**config.mk**
```make
export PLATFORM = sky130hd
export DESIGN_NAME = sdhost_reg_front
export DESIGN_NICKNAME = d
export VERILOG_FILES = /design/src/rtl/sdhost_pkg.sv /design/src/rtl/sdhost_ctrl.sv /design/src/rtl/sdhost_data.sv /design/src/rtl/sdhost_reg_front.sv
export SDC_FILE = /design/constraint.sdc
export NUM_CORES = 1
export LEC_CHECK = 0
export ABC_AREA = 1
export CORE_AREA = 4 4 167 169
export CTS_CLUSTER_SIZE = 24
export DETAILED_ROUTE_END_ITERATION = 8
export DIE_AREA = 0 0 171 173
export PLACE_DENSITY_LB_ADDON = 0.08
export SLEW_MARGIN = 20
export SYNTH_ARGS = -nofsm -noshare
export SYNTH_HDL_FRONTEND = slang
export SYNTH_SLANG_ARGS = --single-unit
```
**constraint.sdc**
```tcl
create_clock -name clk -period 2.2 [get_ports clk]
set_clock_uncertainty 0.1 [all_clocks]
set_input_delay 0.33 -clock clk [delete_from_list [all_inputs] [get_ports clk]]
set_output_delay 0.33 -clock clk [all_outputs]
set_load 0.01 [all_outputs]
```
**src/rtl/sdhost_pkg.sv**
```systemverilog
package sdhost_pkg;

  localparam int STAT_W = 4;
  localparam int RESP_WORDS = 4;

  // status bit positions
  localparam int ST_CMD_END  = 0;
  localparam int ST_DATA_END = 1;
  localparam int ST_CARD_CHG = 2;
  localparam int ST_CMD_ERR  = 3;

  // register byte offsets
  localparam int OFF_STATUS = 'h00;
  localparam int OFF_INTEN  = 'h04;
  localparam int OFF_BUF    = 'h08;
  localparam int OFF_CMD    = 'h0C;
  localparam int OFF_ARG    = 'h10;
  localparam int OFF_RESP0  = 'h14;
  localparam int OFF_BLKLEN = 'h24;
  localparam int OFF_BLKCNT = 'h28;
  localparam int OFF_CARD   = 'h2C;

  typedef enum logic [1:0] {
    RESP_NONE  = 2'd0,
    RESP_SHORT = 2'd1,
    RESP_LONG  = 2'd2,
    RESP_OCR   = 2'd3
  } respKind_t;

  localparam logic [1:0] CLASS_WITH_DATA = 2'd3;

  typedef struct packed {
    logic wrIntEn;
    logic wrBufAddr;
    logic wrArg;
    logic wrCmd;
    logic wrBlkLen;
    logic wrBlkCnt;
    logic capLong;
    logic capShort;
  } hostStrobe_t;

endpackage

```
**src/rtl/sdhost_ctrl.sv**
```systemverilog
module sdhost_ctrl
  import sdhost_pkg::*;
#(
  parameter int ADDR_W      = 6,
  parameter int SYNC_STAGES = 2
) (
  input  logic              clk,
  input  logic              rstN,
  input  logic              busWrEn,
  input  logic [ADDR_W-1:0] busAddr,
  input  logic [STAT_W-1:0] busWrLow,
  input  logic              cmdReady,
  input  logic              cmdDone,
  input  logic              dataDone,
  input  logic              cardInserted,
  input  logic              cardWriteProt,
  input  logic [1:0]        respType,
  input  logic [1:0]        cmdClass,
  input  logic [STAT_W-1:0] intEn,
  output hostStrobe_t       strb,
  output logic              cmdValid,
  output logic [STAT_W-1:0] statusQ,
  output logic [1:0]        cardState,
  output logic              irq
);

  logic awaitDone;
  logic pending;
  logic cmdWrite;
  logic cmdReject;
  logic [STAT_W-1:0] statusSet;
  logic [STAT_W-1:0] statusClr;
  logic [SYNC_STAGES-1:0] insSync;
  logic [SYNC_STAGES-1:0] wpSync;
  logic insPrev;
  logic insChange;

  function automatic logic hit(input logic [ADDR_W-1:0] a, input int off);
    return a == ADDR_W'(off);
  endfunction

  assign pending   = cmdValid | awaitDone;
  assign cmdWrite  = busWrEn && hit(busAddr, OFF_CMD);
  assign cmdReject = cmdWrite && pending;

  always_comb begin
    strb           = '0;
    strb.wrIntEn   = busWrEn && hit(busAddr, OFF_INTEN);
    strb.wrBufAddr = busWrEn && hit(busAddr, OFF_BUF);
    strb.wrArg     = busWrEn && hit(busAddr, OFF_ARG);
    strb.wrCmd     = cmdWrite && !pending;
    strb.wrBlkLen  = busWrEn && hit(busAddr, OFF_BLKLEN);
    strb.wrBlkCnt  = busWrEn && hit(busAddr, OFF_BLKCNT);
    strb.capLong   = cmdDone && (respType == RESP_LONG);
    strb.capShort  = cmdDone && ((respType == RESP_SHORT) || (respType == RESP_OCR));
  end

  // request handshake and pending tracking
  always_ff @(posedge clk) begin
    if (!rstN) begin
      cmdValid  <= 1'b0;
      awaitDone <= 1'b0;
    end else begin
      if (strb.wrCmd)
        cmdValid <= 1'b1;
      else if (cmdValid && cmdReady)
        cmdValid <= 1'b0;

      if (cmdValid && cmdReady)
        awaitDone <= 1'b1;
      else if (cmdDone)
        awaitDone <= 1'b0;
    end
  end

  // card level synchronizers
  always_ff @(posedge clk) begin
    if (!rstN) begin
      insSync <= '0;
      wpSync  <= '0;
      insPrev <= 1'b0;
    end else begin
      insSync <= {insSync[SYNC_STAGES-2:0], cardInserted};
      wpSync  <= {wpSync[SYNC_STAGES-2:0], cardWriteProt};
      insPrev <= insSync[SYNC_STAGES-1];
    end
  end

  assign insChange = insSync[SYNC_STAGES-1] ^ insPrev;
  assign cardState = {wpSync[SYNC_STAGES-1], insSync[SYNC_STAGES-1]};

  // status: set has priority over write-one-to-clear
  always_comb begin
    statusSet              = '0;
    statusSet[ST_CMD_END]  = cmdDone;
    statusSet[ST_DATA_END] = dataDone && (cmdClass == CLASS_WITH_DATA);
    statusSet[ST_CARD_CHG] = insChange;
    statusSet[ST_CMD_ERR]  = cmdReject;
    statusClr = (busWrEn && hit(busAddr, OFF_STATUS)) ? busWrLow : '0;
  end

  always_ff @(posedge clk) begin
    if (!rstN)
      statusQ <= '0;
    else
      statusQ <= (statusQ & ~statusClr) | statusSet;
  end

  assign irq = |(statusQ & intEn);

endmodule

```
**src/rtl/sdhost_data.sv**
```systemverilog
module sdhost_data
  import sdhost_pkg::*;
#(
  parameter int ADDR_W = 6,
  parameter int LEN_W  = 11,
  parameter int CMD_W  = 16
) (
  input  logic                     clk,
  input  logic                     rstN,
  input  hostStrobe_t              strb,
  input  logic [31:0]              busWrData,
  input  logic                     busRdEn,
  input  logic [ADDR_W-1:0]        busAddr,
  input  logic [32*RESP_WORDS-1:0] respIn,
  input  logic [STAT_W-1:0]        statusQ,
  input  logic [1:0]               cardState,
  output logic [STAT_W-1:0]        intEn,
  output logic [31:0]              bufAddr,
  output logic [31:0]              cmdArg,
  output logic [CMD_W-1:0]         cmdWord,
  output logic [LEN_W-1:0]         blkLen,
  output logic [LEN_W-1:0]         blkCnt,
  output logic [31:0]              busRdData
);

  logic [31:0] respWord [RESP_WORDS];

  always_ff @(posedge clk) begin
    if (!rstN) begin
      intEn   <= '0;
      bufAddr <= '0;
      cmdArg  <= '0;
      cmdWord <= '0;
      blkLen  <= '0;
      blkCnt  <= '0;
    end else begin
      if (strb.wrIntEn)   intEn   <= busWrData[STAT_W-1:0];
      if (strb.wrBufAddr) bufAddr <= busWrData;
      if (strb.wrArg)     cmdArg  <= busWrData;
      if (strb.wrCmd)     cmdWord <= busWrData[CMD_W-1:0];
      if (strb.wrBlkLen)  blkLen  <= busWrData[LEN_W-1:0];
      if (strb.wrBlkCnt)  blkCnt  <= busWrData[LEN_W-1:0];
    end
  end

  for (genvar i = 0; i < RESP_WORDS; i++) begin : g_resp
    always_ff @(posedge clk) begin
      if (!rstN)
        respWord[i] <= '0;
      else if (strb.capLong || (strb.capShort && i == 0))
        respWord[i] <= respIn[32*i +: 32];
    end
  end

  always_comb begin
    busRdData = '0;
    if (busRdEn) begin
      case (busAddr)
        ADDR_W'(OFF_STATUS): busRdData = 32'(statusQ);
        ADDR_W'(OFF_INTEN):  busRdData = 32'(intEn);
        ADDR_W'(OFF_BUF):    busRdData = bufAddr;
        ADDR_W'(OFF_CMD):    busRdData = 32'(cmdWord);
        ADDR_W'(OFF_ARG):    busRdData = cmdArg;
        ADDR_W'(OFF_BLKLEN): busRdData = 32'(blkLen);
        ADDR_W'(OFF_BLKCNT): busRdData = 32'(blkCnt);
        ADDR_W'(OFF_CARD):   busRdData = 32'(cardState);
        default: begin
          for (int i = 0; i < RESP_WORDS; i++)
            if (busAddr == ADDR_W'(OFF_RESP0 + 4 * i))
              busRdData = respWord[i];
        end
      endcase
    end
  end

endmodule

```
**src/rtl/sdhost_reg_front.sv**
```systemverilog
module sdhost_reg_front
  import sdhost_pkg::*;
#(
  parameter int ADDR_W      = 6,
  parameter int LEN_W       = 11,
  parameter int CMD_W       = 16,
  parameter int SYNC_STAGES = 2
) (
  input  logic                     clk,
  input  logic                     rstN,
  input  logic                     busWrEn,
  input  logic                     busRdEn,
  input  logic [ADDR_W-1:0]        busAddr,
  input  logic [31:0]              busWrData,
  output logic [31:0]              busRdData,
  output logic                     cmdValid,
  input  logic                     cmdReady,
  output logic [CMD_W-1:0]         cmdWord,
  output logic [31:0]              cmdArg,
  output logic [31:0]              bufAddr,
  output logic [LEN_W-1:0]         blkLen,
  output logic [LEN_W-1:0]         blkCnt,
  input  logic                     cmdDone,
  input  logic                     dataDone,
  input  logic [32*RESP_WORDS-1:0] respIn,
  input  logic                     cardInserted,
  input  logic                     cardWriteProt,
  output logic                     irq
);

  hostStrobe_t       strb;
  logic [STAT_W-1:0] statusVec;
  logic [STAT_W-1:0] intEnVec;
  logic [1:0]        cardState;

  sdhost_ctrl #(
    .ADDR_W(ADDR_W),
    .SYNC_STAGES(SYNC_STAGES)
  ) u_ctrl (
    .clk(clk),
    .rstN(rstN),
    .busWrEn(busWrEn),
    .busAddr(busAddr),
    .busWrLow(busWrData[STAT_W-1:0]),
    .cmdReady(cmdReady),
    .cmdDone(cmdDone),
    .dataDone(dataDone),
    .cardInserted(cardInserted),
    .cardWriteProt(cardWriteProt),
    .respType(cmdWord[9:8]),
    .cmdClass(cmdWord[13:12]),
    .intEn(intEnVec),
    .strb(strb),
    .cmdValid(cmdValid),
    .statusQ(statusVec),
    .cardState(cardState),
    .irq(irq)
  );

  sdhost_data #(
    .ADDR_W(ADDR_W),
    .LEN_W(LEN_W),
    .CMD_W(CMD_W)
  ) u_data (
    .clk(clk),
    .rstN(rstN),
    .strb(strb),
    .busWrData(busWrData),
    .busRdEn(busRdEn),
    .busAddr(busAddr),
    .respIn(respIn),
    .statusQ(statusVec),
    .cardState(cardState),
    .intEn(intEnVec),
    .bufAddr(bufAddr),
    .cmdArg(cmdArg),
    .cmdWord(cmdWord),
    .blkLen(blkLen),
    .blkCnt(blkCnt),
    .busRdData(busRdData)
  );

endmodule

```
==> run_results.csv <==
group,metric,value,unit
synthesis,yosys.cell_count.top_type,"nor2_1",
setup_path,rrSetupSlack,0.53,ns
clocking,clkSinkCount,245,
global_routing,grt_max_degree,102,
routing,totalWireLength,39200,um
synthesis,ys_seq_area_frac,0.542,
routing,first_iter_violations,1081,
clocking,max-clock-path-buffers,3,
synthesis,syn-num-nets,1653,
finish,multi_input_area,4640,um2
placed_design,dp_hpwl,28600,um
routing,viasPerCell,5.03,
outcome,status,"finished, final reports clean",
synthesis,synth_top_area_cell,"edfxtp_1",
clocking,cts_tree,"done",
finish,layout-drive-gt1-share,0.179,
setup_path,timing.setup.critical_path_class,"in -> out",
sta,slew_viol_final,0,
power_and_ir_drop,ir_drop,401,uV
setup_path,cp-start-kind,"input port",
setup_path,slowest_stage,"nor2_4",
die,die_x,171,um
clocking,cts_made_buffers,25,
power_and_ir_drop,p_per_area,585,nW/um2
setup_path,crit_end,"busRdData[10]",
global_routing,globalRoute.totalOverflow,0,
setup_path,reg2regPathDepth,5,
power_and_ir_drop,leakagePower,7.75,nW
synthesis,synth-main-ff-cell,"edfxtp_1",
setup_path,end_kind,"output port",
sta,fin_crit_sh,0.994,
synthesis,synthTopCellsByArea,"edfxtp_1, dfxtp_1, nor2_1",
global_routing,grt_pass1_vias,10600,
sta,fmax,457,MHz
synthesis,synthCells,1478,
die,die-area,29600,um2
die,coreArea,26600,um2
finish,n_fill_cell,2264,
setup_path,rr_startpoint,"u_data.cmdWord[9]$_SDFFE_PN0P_",
setup_path,cp.arrival,1.76,ns
sta,slew_headroom,0.738,
setup_path,startpoint,"busAddr[1]",
min_path,holdCritPathClass,"in -> reg",
sta,rsz0062_at_grt,"true",
placed_design,dp_cells,2152,
setup_path,cp.required,1.77,ns
synthesis,synth.distinct_cells,26,
setup_path,critical_path.max_stage_delay,0.16,ns
finish,fin_cells,2224,
sta,final-hold-violation-count,0,
clocking,path_clk_slew,0.06,ns
clocking,root_buffer,"clkbuf_16",
die,io_pins,311,
die,row_count,60,
finish,area_growth,52.1,%
placed_design,gp_congestion,0.930,
synthesis,synth.top_cells.by_count,"nor2_1, nand2_1, inv_1",
finish,nets,2040,
synthesis,synth_warnings,0,
finish,postLayoutCoreUtil,0.653,
routing,drt-pass1-iter-count,5,
setup_path,reg2reg_to,"u_data.respWord[3][20]$_SDFFCE_PN0P_",
sta,setup_violations,0,
clocking,insertion_delay,0.53,ns
min_path,hold_depth,3,
global_routing,grt_usage,0.249,
synthesis,syn_avg_cell_area,7.72,um2
synthesis,synth.cell_area,11400,um2
synthesis,synth_edf_count,128,
global_routing,antenna_found_initial,1,
setup_path,crit_path_max_fanout,7,
routing,wl_per_cell,17.6,um
global_routing,grt_first_pass_wirelength,58900,um
sta,period_needed,2.19,ns
sta,tightest_slew,0.393,ns
synthesis,ys_seq_elements,245,
synthesis,synth_top_cell_area_share,0.337,
synthesis,async_reset_ff_frac,0,
placed_design,numPortBuffers,310,
routing,post-route-drc-count,0,
power_and_ir_drop,power.total,10.2,mW
clocking,htree_num_levels,1,
routing,ant_nets,0,
routing,vias,11200,
setup_path,cp_common_cell,"nand2_1",
job,maxCapViolCount,0,
die,initial_core_util,0.430,
finish,register_area,6190,um2
setup_path,cp_cell_sequence,"buf_8 -> nor2_4 -> buf_12 -> buf_6 -> nand3_4 -> inv_8 -> buf_8 -> nand2_1 -> nand2_1 -> nor2_2 -> nand2_1 -> nand2_1 -> nor2_1 -> buf_2",
die,die_y,173,um
## report_power, final
part / leakage, nW / total [mW] / internal [mW] / switching, mW
Sequential: 2.27 / 4.95 / 4.90 / 0.0465
Clock: 0.387 / 4.10 / 2.32 / 1.79
Combinational: 5.10 / 1.11 / 0.571 / 0.535
## worst max-delay path: cells and delay by family
family	cells	cell delay [ns]
buffers and inverters	6	0.76
and+or+nand+nor	8	0.66
## placed cells by master (no fill, tap or decap), types with 32 or more instances in the layout
cell type        instances
nor2_1                 346
clkdlybuf4s50_1        271
nand2_1                207
inv_1                  201
edfxtp_1               128
dfxtp_1                117
o21ai_0                109
buf_4                   72
nand3_1                 55
a21oi_1                 50
nand4_1                 39
nand3_2                 32
## timing repair
item,4_1_cts,5_1_grt
endpoints found under the setup margin,32,32
hold endpoints to repair,1,0
cloned,6,1
pin swaps,47,55
hold buffers,1,0
resized for setup,259,112
setup buffers,25,4
## flip-flops by register name, summed over array words and instances, names as in the netlist
signal	cells
u_ctrl.insPrev	1
u_data.respWord	128
u_ctrl.awaitDone	1
u_ctrl.cmdValid	1
u_data.blkCnt	11
u_ctrl.statusQ	4
u_data.bufAddr	32
u_ctrl.insSync	2
u_data.blkLen	11
u_data.cmdWord	16
u_ctrl.wpSync	2
u_data.intEn	4
u_data.cmdArg	32
## layer usage
layer  GRT usage  vias to the layer above  part of all wire  wire length [um]
li1            -                     5467                 -                 -
met1       0.347                     5183              0.43             17000
met2       0.403                      473              0.46             18200
met5           0                        -                 0                 0
met3      0.0425                       73             0.074              2910
met4      0.0673                        0             0.027              1050
## worst min path at each step
stage	startpoint	end	slack (ns)
floorplan	u_ctrl.insSync[0]$_SDFF_PN0_	u_ctrl.insSync[1]$_SDFF_PN0_	0.29
CTS	cardInserted	u_ctrl.insSync[0]$_SDFF_PN0_	0.21
detailed placement	u_ctrl.insSync[0]$_SDFF_PN0_	u_ctrl.insSync[1]$_SDFF_PN0_	0.31
global placement	u_ctrl.wpSync[0]$_SDFF_PN0_	u_ctrl.wpSync[1]$_SDFF_PN0_	0.30
global route	cardInserted	u_ctrl.insSync[0]$_SDFF_PN0_	0.25
finish	cardInserted	u_ctrl.insSync[0]$_SDFF_PN0_	0.24
## logic make-up (layout without fill, tap and decap cells)
| family | after synthesis | count (layout) | share of synthesized area |
|---|---|---|---|
| simple gates | 762 | 762 | 0.278 |
| buf+inv | 286 | 690 | 0.0990 |
| flops | 245 | 245 | 0.542 |
| compound gates | 184 | 184 | 0.0809 |
| xor+xnor | 1 | 1 | 0.000767 |
| other cells | 0 | 1 | 0 |
## layout make-up
cell class | instances | share of cell area
diodes | 1 | 0.000144
clock buffers | 28 | 0.0367
clock inverters | 16 | 0.00786
inverters | 208 | 0.0466
multi-input cells | 947 | 0.267
flip-flops and latches | 245 | 0.356
well taps | 341 | 0.0246
repair buffers | 438 | 0.261
## per-stage QoR
stage          TNS (ns)  hold slack [ns]  cell area, um2  worst slack (ns)
3_5_place_dp     -31.28            0.306           15700            -0.923
5_1_grt           -1.05            0.252           17400           -0.0805
3_3_place_gp     -29.17            0.305           15700            -0.881
2_1_floorplan         0            0.290           11400             0.254
6_report              0            0.236           17400            0.0124
4_1_cts         -0.0133            0.215           17000          -0.00544
No activity file was read; power rests on OpenSTA's default activity.
